--- config.mk ---
export PLATFORM = sky130hd
export DESIGN_NAME = scan_delay_seq
export DESIGN_NICKNAME = d
export VERILOG_FILES = /design/src/rtl/sdt_pkg.sv /design/src/rtl/sdt_clkgen.sv /design/src/rtl/sdt_ctrl.sv /design/src/rtl/sdt_unload.sv /design/src/rtl/scan_delay_seq.sv
export SDC_FILE = /design/constraint.sdc
export NUM_CORES = 1
export LEC_CHECK = 0
export BUFFER_PORTS_ARGS = -buffer_cell sky130_fd_sc_hd__buf_2
export CORE_AREA = 2 2 67 69
export CTS_CLUSTER_DIAMETER = 60
export DETAILED_ROUTE_END_ITERATION = 8
export DIE_AREA = 0 0 69 71
export PLACE_DENSITY = 0.72
export RECOVER_POWER = 100
export SLEW_MARGIN = 20
export SYNTH_ARGS = -nofsm -noshare
export SYNTH_HDL_FRONTEND = slang
export SYNTH_SLANG_ARGS = --single-unit
--- constraint.sdc ---
create_clock -name clk -period 2.9 [get_ports clk]
set_input_delay 0.58 -clock clk [delete_from_list [all_inputs] [get_ports clk]]
set_output_delay 0.58 -clock clk [all_outputs]
set_load 0.01 [all_outputs]
--- src/rtl/sdt_pkg.sv ---
package sdt_pkg;
   typedef enum logic [2:0] {
      ST_IDLE,
      ST_LOAD,
      ST_LAUNCH,
      ST_CAPT,
      ST_UNLOAD
   } sdt_state_e;

   localparam logic LAUNCH_SHIFT = 1'b0;
   localparam logic LAUNCH_FUNC  = 1'b1;
endpackage

--- src/rtl/sdt_clkgen.sv ---
module sdt_clkgen #(
   parameter int SLOW_TICKS  = 10,
   parameter int RATED_TICKS = 4
) (
   input  logic clk,
   input  logic rst_n,
   input  logic run,
   input  logic fast,
   output logic tclk,
   output logic slot_end,
   output logic settle
);
   localparam int PW = $clog2(SLOW_TICKS + 1);
   localparam int HI = RATED_TICKS / 2;

   logic [PW-1:0] ph, ph_nx, len_m1;

   assign len_m1   = fast ? PW'(RATED_TICKS - 1) : PW'(SLOW_TICKS - 1);
   assign slot_end = run && (ph == len_m1);
   assign settle   = run && (ph == PW'(HI + 1));
   assign ph_nx    = (!run || slot_end) ? '0 : ph + 1'b1;

   always_ff @(posedge clk or negedge rst_n) begin
      if (!rst_n) begin
         ph   <= '0;
         tclk <= 1'b0;
      end else begin
         ph   <= ph_nx;
         tclk <= run && (ph_nx >= PW'(1)) && (ph_nx <= PW'(HI));
      end
   end

   // every slot boundary falls in the low part of the clock
   p_low_at_boundary_r8: assert property (@(posedge clk) disable iff (!rst_n)
      slot_end |-> !tclk);
   // clock stays parked low while not running
   p_parked_low_r9: assert property (@(posedge clk) disable iff (!rst_n)
      !run |=> !tclk);
endmodule

--- src/rtl/sdt_ctrl.sv ---
module sdt_ctrl
   import sdt_pkg::*;
#(
   parameter int CHAIN_LEN = 8,
   parameter int PI_W      = 4
) (
   input  logic                 clk,
   input  logic                 rst_n,
   input  logic                 start,
   input  logic                 launch_func,
   input  logic [CHAIN_LEN-1:0] v1_bits,
   input  logic [PI_W-1:0]      pi_first,
   input  logic [PI_W-1:0]      pi_second,
   input  logic                 shift_fill,
   input  logic                 slot_end,
   input  logic                 settle,
   output sdt_state_e           state,
   output logic                 run,
   output logic                 fast,
   output logic                 test_mode,
   output logic                 chain_si,
   output logic [PI_W-1:0]      pi_drive,
   output logic                 done
);
   localparam int IW = $clog2(CHAIN_LEN);
   localparam logic [IW-1:0] LAST = IW'(CHAIN_LEN - 1);

   sdt_state_e           st;
   logic [IW-1:0]        idx;
   logic [CHAIN_LEN-1:0] v1_sr;
   logic                 mode_q, fill_q;
   logic [PI_W-1:0]      pi2_q, pi_q;

   always_ff @(posedge clk or negedge rst_n) begin
      if (!rst_n) begin
         st     <= ST_IDLE;
         idx    <= '0;
         v1_sr  <= '0;
         mode_q <= LAUNCH_SHIFT;
         fill_q <= 1'b0;
         pi2_q  <= '0;
         pi_q   <= '0;
         done   <= 1'b0;
      end else begin
         done <= 1'b0;
         unique case (st)
            ST_IDLE: if (start) begin
               st     <= ST_LOAD;
               idx    <= '0;
               v1_sr  <= v1_bits;
               mode_q <= launch_func;
               fill_q <= shift_fill;
               pi_q   <= pi_first;
               pi2_q  <= pi_second;
            end
            ST_LOAD: if (slot_end) begin
               v1_sr <= v1_sr << 1;
               if (idx == LAST) st <= ST_LAUNCH;
               else             idx <= idx + 1'b1;
            end
            ST_LAUNCH: begin
               if (settle)   pi_q <= pi2_q;
               if (slot_end) st   <= ST_CAPT;
            end
            ST_CAPT: if (slot_end) begin
               st  <= ST_UNLOAD;
               idx <= '0;
            end
            ST_UNLOAD: if (slot_end) begin
               if (idx == LAST) begin
                  st   <= ST_IDLE;
                  done <= 1'b1;
               end else begin
                  idx <= idx + 1'b1;
               end
            end
            default: st <= ST_IDLE;
         endcase
      end
   end

   assign state     = st;
   assign run       = (st != ST_IDLE);
   assign fast      = (st == ST_LAUNCH);
   assign pi_drive  = pi_q;
   assign test_mode = (st == ST_IDLE) || (st == ST_LOAD) || (st == ST_UNLOAD) ||
                      ((st == ST_LAUNCH) && (mode_q == LAUNCH_SHIFT));
   assign chain_si  = (st == ST_LOAD)   ? v1_sr[CHAIN_LEN-1] :
                      (st == ST_LAUNCH) ? fill_q : 1'b0;

   // a request during a running test leaves the latched pattern alone
   p_start_ignored_r10: assert property (@(posedge clk) disable iff (!rst_n)
      (run && start) |=> ($stable(pi2_q) && $stable(mode_q) && $stable(fill_q)));
   // done is a single-tick pulse
   p_done_pulse_r9: assert property (@(posedge clk) disable iff (!rst_n)
      done |=> !done);
   // V1 inputs held for the whole load phase
   p_pi_hold_r6: assert property (@(posedge clk) disable iff (!rst_n)
      (st == ST_LOAD && $past(st) == ST_LOAD) |-> $stable(pi_q));
endmodule

--- src/rtl/sdt_unload.sv ---
module sdt_unload #(
   parameter int CHAIN_LEN = 8
) (
   input  logic                 clk,
   input  logic                 rst_n,
   input  logic                 clear,
   input  logic                 sample,
   input  logic                 chain_so,
   input  logic                 finish,
   output logic [CHAIN_LEN-1:0] resp
);
   localparam int CW = $clog2(CHAIN_LEN + 1);

   logic [CW-1:0] cnt;

   always_ff @(posedge clk or negedge rst_n) begin
      if (!rst_n) begin
         cnt  <= '0;
         resp <= '0;
      end else if (clear) begin
         cnt  <= '0;
         resp <= '0;
      end else if (sample && (cnt < CW'(CHAIN_LEN))) begin
         resp <= {resp[CHAIN_LEN-2:0], chain_so};
         cnt  <= cnt + 1'b1;
      end
   end

   // every chain bit has been collected when the test finishes
   p_all_bits_r7: assert property (@(posedge clk) disable iff (!rst_n)
      finish |-> (cnt == CW'(CHAIN_LEN)));
endmodule

--- src/rtl/scan_delay_seq.sv ---
module scan_delay_seq
   import sdt_pkg::*;
#(
   parameter int CHAIN_LEN   = 8,
   parameter int PI_W        = 4,
   parameter int SLOW_TICKS  = 10,
   parameter int RATED_TICKS = 4
) (
   input  logic                 clk,
   input  logic                 rst_n,
   input  logic                 start,
   input  logic                 launch_func,
   input  logic [CHAIN_LEN-1:0] v1_bits,
   input  logic [PI_W-1:0]      pi_first,
   input  logic [PI_W-1:0]      pi_second,
   input  logic                 shift_fill,
   input  logic                 chain_so,
   output logic                 test_mode,
   output logic                 tclk,
   output logic                 chain_si,
   output logic [PI_W-1:0]      pi_drive,
   output logic [CHAIN_LEN-1:0] resp,
   output logic                 done
);
   localparam int GW = $clog2(SLOW_TICKS + 2);

   generate
      if (CHAIN_LEN < 2) begin : g_bad_len
         $error("CHAIN_LEN must be at least 2");
      end
      if (PI_W < 1) begin : g_bad_pi
         $error("PI_W must be at least 1");
      end
      if (RATED_TICKS < 4) begin : g_bad_rated
         $error("RATED_TICKS must be at least 4");
      end
      if (SLOW_TICKS <= RATED_TICKS) begin : g_bad_slow
         $error("SLOW_TICKS must exceed RATED_TICKS");
      end
   endgenerate

   sdt_state_e state;
   logic       run, fast, slot_end, settle;

   sdt_ctrl #(.CHAIN_LEN(CHAIN_LEN), .PI_W(PI_W)) u_ctrl (
      .clk(clk), .rst_n(rst_n), .start(start), .launch_func(launch_func),
      .v1_bits(v1_bits), .pi_first(pi_first), .pi_second(pi_second),
      .shift_fill(shift_fill), .slot_end(slot_end), .settle(settle),
      .state(state), .run(run), .fast(fast), .test_mode(test_mode),
      .chain_si(chain_si), .pi_drive(pi_drive), .done(done)
   );

   sdt_clkgen #(.SLOW_TICKS(SLOW_TICKS), .RATED_TICKS(RATED_TICKS)) u_clk (
      .clk(clk), .rst_n(rst_n), .run(run), .fast(fast), .tclk(tclk),
      .slot_end(slot_end), .settle(settle)
   );

   sdt_unload #(.CHAIN_LEN(CHAIN_LEN)) u_unl (
      .clk(clk), .rst_n(rst_n),
      .clear((state == ST_IDLE) && start),
      .sample(settle && ((state == ST_CAPT) || (state == ST_UNLOAD))),
      .chain_so(chain_so), .finish(done), .resp(resp)
   );

   // edge spacing monitor for the rated-interval property
   logic          tclk_d;
   logic [GW-1:0] gap;

   always_ff @(posedge clk or negedge rst_n) begin
      if (!rst_n) begin
         tclk_d <= 1'b0;
         gap    <= '0;
      end else begin
         tclk_d <= tclk;
         if (tclk && !tclk_d)  gap <= GW'(1);
         else if (gap != '1)   gap <= gap + 1'b1;
      end
   end

   // capture edge sits one rated period after the launch edge
   p_rated_gap_r5: assert property (@(posedge clk) disable iff (!rst_n)
      (tclk && !tclk_d && state == ST_CAPT) |-> (gap == GW'(RATED_TICKS)));
   // control line moves only with the clock low
   p_mode_quiet_r8: assert property (@(posedge clk) disable iff (!rst_n)
      !$stable(test_mode) |-> (!tclk && !$past(tclk)));
   // primary inputs move only with the clock low
   p_pi_quiet_r8: assert property (@(posedge clk) disable iff (!rst_n)
      !$stable(pi_drive) |-> (!tclk && !$past(tclk)));
endmodule

==> out/results.ini, run 1 <==
[status]
status=completed

[floorplanning]
coreArea_sq_mm=0.00420
die_area_sq_mm=0.00490
placementRows=24
die_w_microns=69
die_h_microns=71
start_util_pct=48.4
ioPinCount=38

[finish]
multi_input_area_sq_um=876
layout-drive-gt1-share_pct=13.9
design_area_sq_mm=0.00227
finalNetCount=265
fin_util_pct=54.1
seq_area_sq_mm=0.00105
stdcell_count=290
fillers=408
area_growth_pct=11.7
diodes=0

[sta]
period_minus_slack_ps=2470
fmax_ghz=0.404
max-slew-margin-rel_pct=29.6
final_hold_viol_count=0
setup_violations=0
setup_tns_ps=0
slew_viol_final=0
worst_pin_slew_ps=1040
period_share_pct=85.3
skew_ps=3.73
timing.hold.ws_ps=423
fin_ws_ps=428
rsz0062_at_grt=false

[drt]
dr_wl_met2_microns=1580
dr.pass1.iters=4
via_per_inst=5.09
routed_wl_microns=3590
vias=1476
routed.top_layer=met4
drt_iter0_drc=90
wl_per_cell_microns=12.4
drc=0
drt-met1-wl_microns=1800
antenna_left=0
wl_met3_microns=138

[flow_run]
max_cap_violations=0

[synth]
synthMuxAreaShare_pct=6.95
synth.distinct_cells=37
yosysWarnings=0
yosysSeqAreaShare_pct=51.6
avgSynthCellArea_sq_um=9.98
synth-adder-area-share_pct=2.46
synth-compound-area-share_pct=13.1
synth_xor_area_share_pct=1.29
synth_top_family_by_area=simple AND/OR/NAND/NOR gates
syn_area_sq_mm=0.00204
yosys_register_bits=42
synthCells=204
synth_simple_gate_area_share_pct=20.7
synth_nets=230

[grt]
grt_max_degree=43
grt_pass1_vias=1380
overflow=0
gr-usage-all-layers_pct=15.7
antenna_found_initial=0
grt_pass1_wl_microns=6240

[power_and_ir_drop]
p_total_mw=1.01
p_comb_share_pct=4.0
powerDensity_mw_per_mm2=442
power_frac_seq_pct=59.8
power_leakage_nw=1.13
peakVddDrop_mv=0.344
swShare_pct=20.8
switchingPower_mw=0.209
p_int_mw=0.797
p_clk_share_pct=36.2

[placed_design]
placed_area_sq_mm=0.00224
place_congestion=0.859
portBuffers=37
dp_cells=284
dpl_worst_slack_ps=847
dp_hpwl_microns=2500

[setup_path]
crit_path_start_kind=flop
cp.arrival_ps=1890
rr_worst_depth=4
worstPathRequired_ps=2320
worst-path-buf-inv=1
cp_max_fo=17
rrSetupSlack_ps=570
cpMaxStageDelayCell=nor3b_1
critPathTopFamily=simple AND/OR/NAND/NOR gates
reg2reg_to=u_ctrl.v1_sr[7]
criticalPathCategory=flop to output pin
crit_chain=nor3b_1, a22o_1, clkbuf_1
r2r_start=u_ctrl.state[0]
cp-end-kind=output pin
cpPeakStageDelay_ps=670

[cts]
post_cts_buffers=0
cts_sinks=42
ctsHoldBuffers=0
cts_tree=done
cts_buffer_depth=2
numCtsBuffers=5
cts.clk_slew.worst_paths_ps=70
cts_resized=0
cts_root_buf=clkbuf_8
htree_levels=2
insertion_delay_ps=290

[min_path]
min_path_type=input pin to asynchronous set/reset pin

==> worst register-to-register path, delay by kind of cell, from the launching register on <==
kind            cells  cell delay [ps]
flops               1              540
simple gates        2             1110
compound gates      2              520
==> flip-flops by register name, indices dropped and copies added (netlist names) <==
name,cells
u_clk.ph,4
u_clk.tclk,1
u_ctrl.done,1
u_ctrl.fill_q,1
u_ctrl.idx,3
u_ctrl.mode_q,1
u_ctrl.pi2_q,4
u_ctrl.pi_drive,4
u_ctrl.state,3
u_ctrl.v1_sr,8
u_unl.cnt,4
u_unl.resp,8
==> routing by layer <==
layer  track usage [%]  vias to the layer above
li1                  -                      767
met1              21.9                      677
met2              23.4                       27
met3              3.99                        5
met4              6.97                        0
met5                 0                        -
==> power by group through the flow <==
stage                     Clock [mW]  Combinational, mW  Sequential (mW)
final                          0.364             0.0400            0.601
after global routing           0.400             0.0473            0.602
after CTS                      0.377             0.0433            0.601
after detailed placement           0             0.0434            0.612
after global placement             0             0.0431            0.612
after floorplan                    0             0.0113            0.613
==> logic make-up after synthesis <==
logic type / Yosys count
buf+inv: 15
xor+xnor: 3
compound gates: 42
mux: 14
simple gates: 84
fa+ha+maj: 4
flops: 42
==> layout make-up <==
| type | count | share of cell area, % |
|---|---|---|
| multi-input cells | 147 | 38.5 |
| repair buffers | 40 | 8.26 |
| well taps | 52 | 2.86 |
| clock buffers | 6 | 3.63 |
| inverters | 3 | 0.495 |
| flip-flops and latches | 42 | 46.2 |
==> worst max-delay path by stage <==
stage | from | endpoint | slack, ps | depth (start not counted)
floorplan | u_ctrl.state[1] | chain_si | 1200 | 4
global placement | u_clk.ph[0] | u_unl.cnt[2] | 880 | 5
detailed placement | u_clk.ph[0] | u_unl.cnt[2] | 850 | 5
CTS | u_ctrl.state[0] | chain_si | 610 | 4
global route | u_ctrl.state[0] | u_ctrl.v1_sr[7] | 280 | 4
finish | u_ctrl.state[0] | chain_si | 430 | 3
==> layout by cell type, fill, tap and decap left out, drive strengths merged <==
cell type	netlist	final
a211o	1	1
a211oi	2	2
a21o	1	1
a21oi	5	5
a22o	5	5
a41oi	1	1
and3	1	1
and3b	2	2
and4	2	2
and4bb	1	1
buf	12	24
clkbuf	0	22
dfrtp	42	42
ha	4	4
inv	3	3
mux2	1	1
mux2i	13	13
nand2	57	57
nand2b	2	2
nand3	1	1
nand4bb	1	1
nor2	6	6
nor2b	1	1
nor3	1	1
nor3b	5	5
nor4	1	1
nor4b	3	3
o211a	1	1
o21ai	24	24
o221a	1	1
o31ai	1	1
xnor2	3	3
==> synthesized netlist by cell type (all sizes together) <==
| master | number | share of area, % |
|---|---|---|
| and3 | 1 | 0.31 |
| nand3 | 1 | 0.25 |
| inv | 3 | 0.55 |
| dfrtp | 42 | 52 |
| and3b | 2 | 0.86 |
| and4bb | 1 | 0.61 |
| mux2 | 1 | 0.55 |
| nand2b | 2 | 0.61 |
| and4 | 2 | 0.86 |
| mux2i | 13 | 6.4 |
| nor3 | 1 | 0.49 |
| a41oi | 1 | 0.43 |
| nor2b | 1 | 0.31 |
| a21o | 1 | 0.37 |
| nand2 | 57 | 11 |
| nor3b | 5 | 2.3 |
| ha | 4 | 2.5 |
| xnor2 | 3 | 1.3 |
| a211o | 1 | 0.43 |
| a22o | 5 | 2.2 |
| nand4bb | 1 | 0.55 |
| buf | 12 | 3.3 |
| a21oi | 5 | 1.4 |
| o221a | 1 | 0.55 |
| a211oi | 2 | 0.98 |
| nor2 | 6 | 1.1 |
| o31ai | 1 | 0.37 |
| nor4 | 1 | 0.31 |
| nor4b | 3 | 1.6 |
| o211a | 1 | 0.49 |
| o21ai | 24 | 5.9 |
Power figures use the tool's default switching activity.
==> inputs of run 2 (changes only) <==
Settings changed: ABC_AREA from default to 1, CORE_AREA 2 2 67 69 to 2 2 69 71, DIE_AREA 0 0 69 71 to 0 0 71 73, PLACE_DENSITY 0.72 to 0.7.
==> run 2 against run 1 <==
Net effect: routed wire length is 10% higher; sequential cell count is the same; largest cell class unchanged; fmax grew 3.9%; synthesized cell count up 25%; via count rose by 17%; final cell count grew 21%; clock power is 9.3% higher; global-route usage increased by 0.99 points; combinational power increased to 2.7 times the previous value; sequential power increased by 6.8%; first-iteration DRC count rose by 18%.
==> out/results.ini, run 2 <==
[status]
status=completed

[sta]
worst_pin_slew_ps=923
setup_violations=0
final_hold_viol_count=0
rsz0062_at_grt=false
skew_ps=1.64
slew_viol_final=0
fmax_ghz=0.420
setup_tns_ps=0
timing.hold.ws_ps=417
fin_ws_ps=520
period_minus_slack_ps=2380
max-slew-margin-rel_pct=38.5
period_share_pct=82.1

[placed_design]
dpl_worst_slack_ps=1000
placed_area_sq_mm=0.00236
dp_hpwl_microns=2890
portBuffers=37
place_congestion=0.881

[synth]
synth_top_area_cell=dfrtp_1
synth_top_family_by_area=simple AND/OR/NAND/NOR gates
yosys_register_bits=42
synthFlopType=dfrtp_1
synthMuxAreaShare_pct=0.471
synth_edf_count=0
yosysMostFrequentCell=nand2_1
syn_area_sq_mm=0.00213
yosysSeqAreaShare_pct=49.4
synth_common_cells=nand2_1, dfrtp_1, inv_1
synth.distinct_cells=30
synth-adder-area-share_pct=2.35
yosysWarnings=0
synthCells=256
synth_xor_area_share_pct=1.24
synth_simple_gate_area_share_pct=27.9
avgSynthCellArea_sq_um=8.31
synth_area_leaders=dfrtp_1, nand2_1, inv_1
async_flop_share_pct=100
synth-compound-area-share_pct=10.5
synth_nets=282
yosysTopAreaCellShare_pct=49.4

[finish]
layout-drive-gt1-share_pct=13.1
design_area_sq_mm=0.00238
final_cell_mix=nand2_1, dfrtp_1, inv_1, buf_2
diodes=0
reg.largest.list=u_ctrl.v1_sr (8), u_unl.resp (8)
area_growth_pct=12.1
final_common_cell=nand2_1
finalNetCount=323
fin_util_pct=52.6

[floorplanning]
placementRows=25
ioPinCount=38
coreArea_sq_mm=0.00454
die_h_microns=73
start_util_pct=46.9
die_area_sq_mm=0.00518
die_w_microns=71

[setup_path]
critPathTopFamily=simple AND/OR/NAND/NOR gates
rr_worst_depth=7
r2r_start=u_ctrl.state[0]
cpMaxStageDelayCell=dfrtp_1
worstPathRequired_ps=2320
crit_path_start_kind=flop
cp.arrival_ps=1800
cpPeakStageDelay_ps=440
criticalPathCategory=flop to output pin
crit_chain=nor2_1, nand2_4, inv_1, nand2_1, o21ai_0, clkbuf_1
cp-end-kind=output pin
cp_max_fo=10
reg2reg_to=u_ctrl.pi_drive[0]
rrSetupSlack_ps=570
worst-path-buf-inv=2

[cts]
cts_resized=0
cts_sinks=42
cts.clk_slew.worst_paths_ps=80
ctsHoldBuffers=0
post_cts_buffers=0
cts_tree=done
insertion_delay_ps=290
htree_levels=2
cts_buffer_depth=2
numCtsBuffers=5
cts_root_buf=clkbuf_8

[drt]
wl_per_cell_microns=11.2
via_per_inst=4.90
drc=0
dr.pass1.iters=4
vias=1726
routed_wl_microns=3960
antenna_left=0
drt_iter0_drc=106

[power_and_ir_drop]
power_leakage_nw=1.30
powerDensity_mw_per_mm2=481
peakVddDrop_mv=0.266

[grt]
antenna_found_initial=0
gr-usage-all-layers_pct=16.7
grt_pass1_vias=1615
grt_max_degree=43
overflow=0
grt_pass1_wl_microns=6960

[flow_run]
max_cap_violations=0

[min_path]
min_path_type=input pin to asynchronous set/reset pin

run 2: cell count changes in the layout (fill, tap and decap cells not counted), sizes merged, moves of 3 or more:
cell / previous run / this run
nand3: 1 / 18
inv: 3 / 39
nand4: 0 / 3
nand2: 57 / 80
nor4b: 3 / 0
a22o: 5 / 0
o22ai: 0 / 6
a31oi: 0 / 4
nor2: 6 / 21
mux2i: 13 / 1
o21ai: 24 / 19
nor3b: 5 / 0
run 2: cell families after synthesis:
family	count (synthesis)
flip-flops	42
adder cells (fa/ha/maj)	4
XOR/XNOR	3
AO/OA/AOI/OAI	38
buffers and inverters	43
AND/OR/NAND/NOR	125
multiplexers	1
run 2: how the worst max path moves through the flow:
stage	from	endpoint	slack [ps]	cells past startpoint
2_1_floorplan	u_ctrl.state[1]	chain_si	1070	4
3_3_place_gp	u_ctrl.state[0]	chain_si	1040	6
3_5_place_dp	u_ctrl.state[0]	chain_si	1000	6
4_1_cts	u_ctrl.state[0]	chain_si	670	6
5_1_grt	u_ctrl.state[0]	u_ctrl.pi_drive[1]	340	7
6_report	u_ctrl.state[0]	chain_si	520	6
run 2: per-layer routing:
metal	GRT usage [%]	wire length (microns)	vias to the layer above
li1	-	-	900
met5	0	0	-
met4	3.98	40	0
met2	27.8	1860	23
met3	4.14	150	8
met1	22.1	1910	795
run 2: power breakdown:
group	internal (mW)	switching [mW]
combinational	0.0448	0.0614
sequential	0.621	0.0213
clock	0.192	0.207
run 2: through the flow:
stage          power (mW)  cells
2_1_floorplan       0.710    256
3_3_place_gp        0.766    344
3_5_place_dp        0.768    344
4_1_cts              1.17    352
5_1_grt              1.21    352
6_report             1.15    352
run 2: area by class of cell:
class	instances	area, sq um
Inverter	39	146
Fill cell	458	2150
Timing Repair Buffer	38	173
Tap cell	54	67.6
Clock buffer	6	82.6
Sequential cell	42	1050
Clock inverter	2	12.5
Multi-Input combinational cell	171	852
==> inputs of run 3 (changes only) <==
Settings changed: ABC_AREA 1 to 0, CORE_AREA 2 2 69 71 to 2 2 67 69, DIE_AREA 0 0 71 73 to 0 0 69 71, PLACE_DENSITY 0.7 to 0.72.
Clock period 2.9 ns to 2.35 ns, I/O delays scaled along.
==> run 3 against run 2 <==
Net effect: clock skew increased by 0.59 ps; non-clock buffer count up 6; die area down 5.5%; hold slack got worse by 54 ps; routed wire length is 4.2% lower; cell area decreased by 1.0%; critical path depth decreased by 3; via count fell by 9.6%; power grew 30%; final cell count is 16% lower; combinational power shrank 52%; sequential cell count is the same; highest routed layer unchanged.
==> out/results.ini, run 3 (synthesized netlist as in run 1, its figures left out) <==
[finish]
diodes=0
reg.largest.list=u_ctrl.v1_sr (8), u_unl.resp (8)
final_cell_mix=nand2_1, dfrtp_1, buf_2, clkbuf_1, o21ai_0
area_growth_pct=15.9
finalNetCount=269
layout-drive-gt1-share_pct=15.2
final_common_cell=nand2_1
stdcell_count=296
design_area_sq_mm=0.00236
fin_util_pct=56.1

[placed_design]
portBuffers=37
placed_area_sq_mm=0.00227
dp_cells=288
dp_hpwl_microns=2720
dpl_worst_slack_ps=388
place_congestion=0.829

[floorplanning]
ioPinCount=38
placementRows=24
die_w_microns=69
die_area_sq_mm=0.00490
die_h_microns=71
start_util_pct=48.4
coreArea_sq_mm=0.00420

[cts]
cts_sinks=42
cts_tree=done
cts.clk_slew.worst_paths_ps=80
cts_resized=0
ctsHoldBuffers=0
post_cts_buffers=0
cts_root_buf=clkbuf_8
htree_levels=2
numCtsBuffers=5
cts_buffer_depth=2
insertion_delay_ps=290

[drt]
drt_iter0_drc=68
wl_per_cell_microns=12.8
vias=1560
via_per_inst=5.27
dr.pass1.iters=4
drc=0
routed_wl_microns=3790
antenna_left=0

[setup_path]
critPathTopFamily=flip-flops
cpMaxStageDelayCell=dfrtp_1
cp_max_fo=17
worstPathRequired_ps=1880
criticalPathCategory=flop to output pin
crit_path_start_kind=flop
cpPeakStageDelay_ps=570
worst-path-buf-inv=1
cp-end-kind=output pin
crit_chain=nor3b_2, a22o_1, buf_2
cp.arrival_ps=1710

[grt]
overflow=0
grt_pass1_vias=1514
gr-usage-all-layers_pct=17.3
grt_pass1_wl_microns=6830
antenna_found_initial=0
grt_max_degree=28

[power_and_ir_drop]
power_leakage_nw=1.16
switchingPower_mw=0.280
p_clk_share_pct=46.8
p_int_mw=1.21
swShare_pct=18.8
peakVddDrop_mv=0.588
p_total_mw=1.49
powerDensity_mw_per_mm2=631
p_comb_share_pct=3.4
power_frac_seq_pct=49.8

[sta]
fmax_ghz=0.459
rsz0062_at_grt=false
skew_ps=2.22
period_minus_slack_ps=2180
period_share_pct=92.8
final_hold_viol_count=0
fin_ws_ps=169
setup_tns_ps=0
worst_pin_slew_ps=1410
setup_violations=0
max-slew-margin-rel_pct=5.69
timing.hold.ws_ps=363
slew_viol_final=0

[flow_run]
max_cap_violations=0

[min_path]
min_path_type=input pin to flop

[status]
status=completed

[run 3: changes by cell type in the layout (fill, tap and decap cells not counted), moves of 3 or more]
cell	previous run	this run
a22o_1	0	5
a31oi_1	4	0
clkbuf_1	16	21
inv_1	38	3
mux2i_1	1	13
nand2_1	78	57
nand3_1	16	1
nand4_1	3	0
nor2_1	18	6
nor3b_1	0	4
o21ai_1	1	7
o22ai_1	6	0
[run 3: final cells by class]
| cell class | count | area (sq um) |
|---|---|---|
| sequential | 42 | 1050 |
| tap | 52 | 65.1 |
| timing repair buffer | 44 | 199 |
| clock inverter | 2 | 60.1 |
| clock buffer | 6 | 82.6 |
| fill | 409 | 1840 |
| multi-input combinational | 147 | 891 |
| inverter | 3 | 11.3 |
[run 3: worst register-to-register path: cells and delay by family, from the launching register on]
family / cells / cell delay, ps
buffers and inverters: 1 / 470
DFF: 1 / 670
and+or+nand+nor: 2 / 460
AOI/OAI and AO/OA: 2 / 370
[run 3: per-layer routing]
layer | routed length, microns | GRT usage [%] | vias to the layer above
li1 | - | - | 782
met1 | 1840 | 23.1 | 738
met2 | 1740 | 27.5 | 34
met3 | 149 | 4.42 | 6
met4 | 63 | 6.54 | 0
met5 | 0 | 0 | -
[run 3: worst paths after layout]
kind	end	from	slack [ps]	cells past startpoint
setup reg to reg	u_ctrl.v1_sr[7]	u_ctrl.state[0]	230	5
setup / recovery	chain_si	u_ctrl.state[0]	170	3
min in group asynchronous	u_ctrl.pi2_q[3]	rst_n	490	1
hold reg to reg	u_unl.cnt[2]	u_unl.cnt[2]	470	1
hold / removal	u_ctrl.pi2_q[2]	pi_second[2]	360	3
max in group asynchronous	u_ctrl.idx[0]	rst_n	830	2
[run 3: power groups by stage]
| stage | Clock, mW | Combinational, mW | Sequential [mW] |
|---|---|---|---|
| after global placement | 0 | 0.0557 | 0.755 |
| after floorplan | 0 | 0.0139 | 0.757 |
| after global routing | 0.742 | 0.0601 | 0.743 |
| final | 0.697 | 0.0513 | 0.741 |
| after detailed placement | 0 | 0.0564 | 0.756 |
| after CTS | 0.709 | 0.0568 | 0.741 |
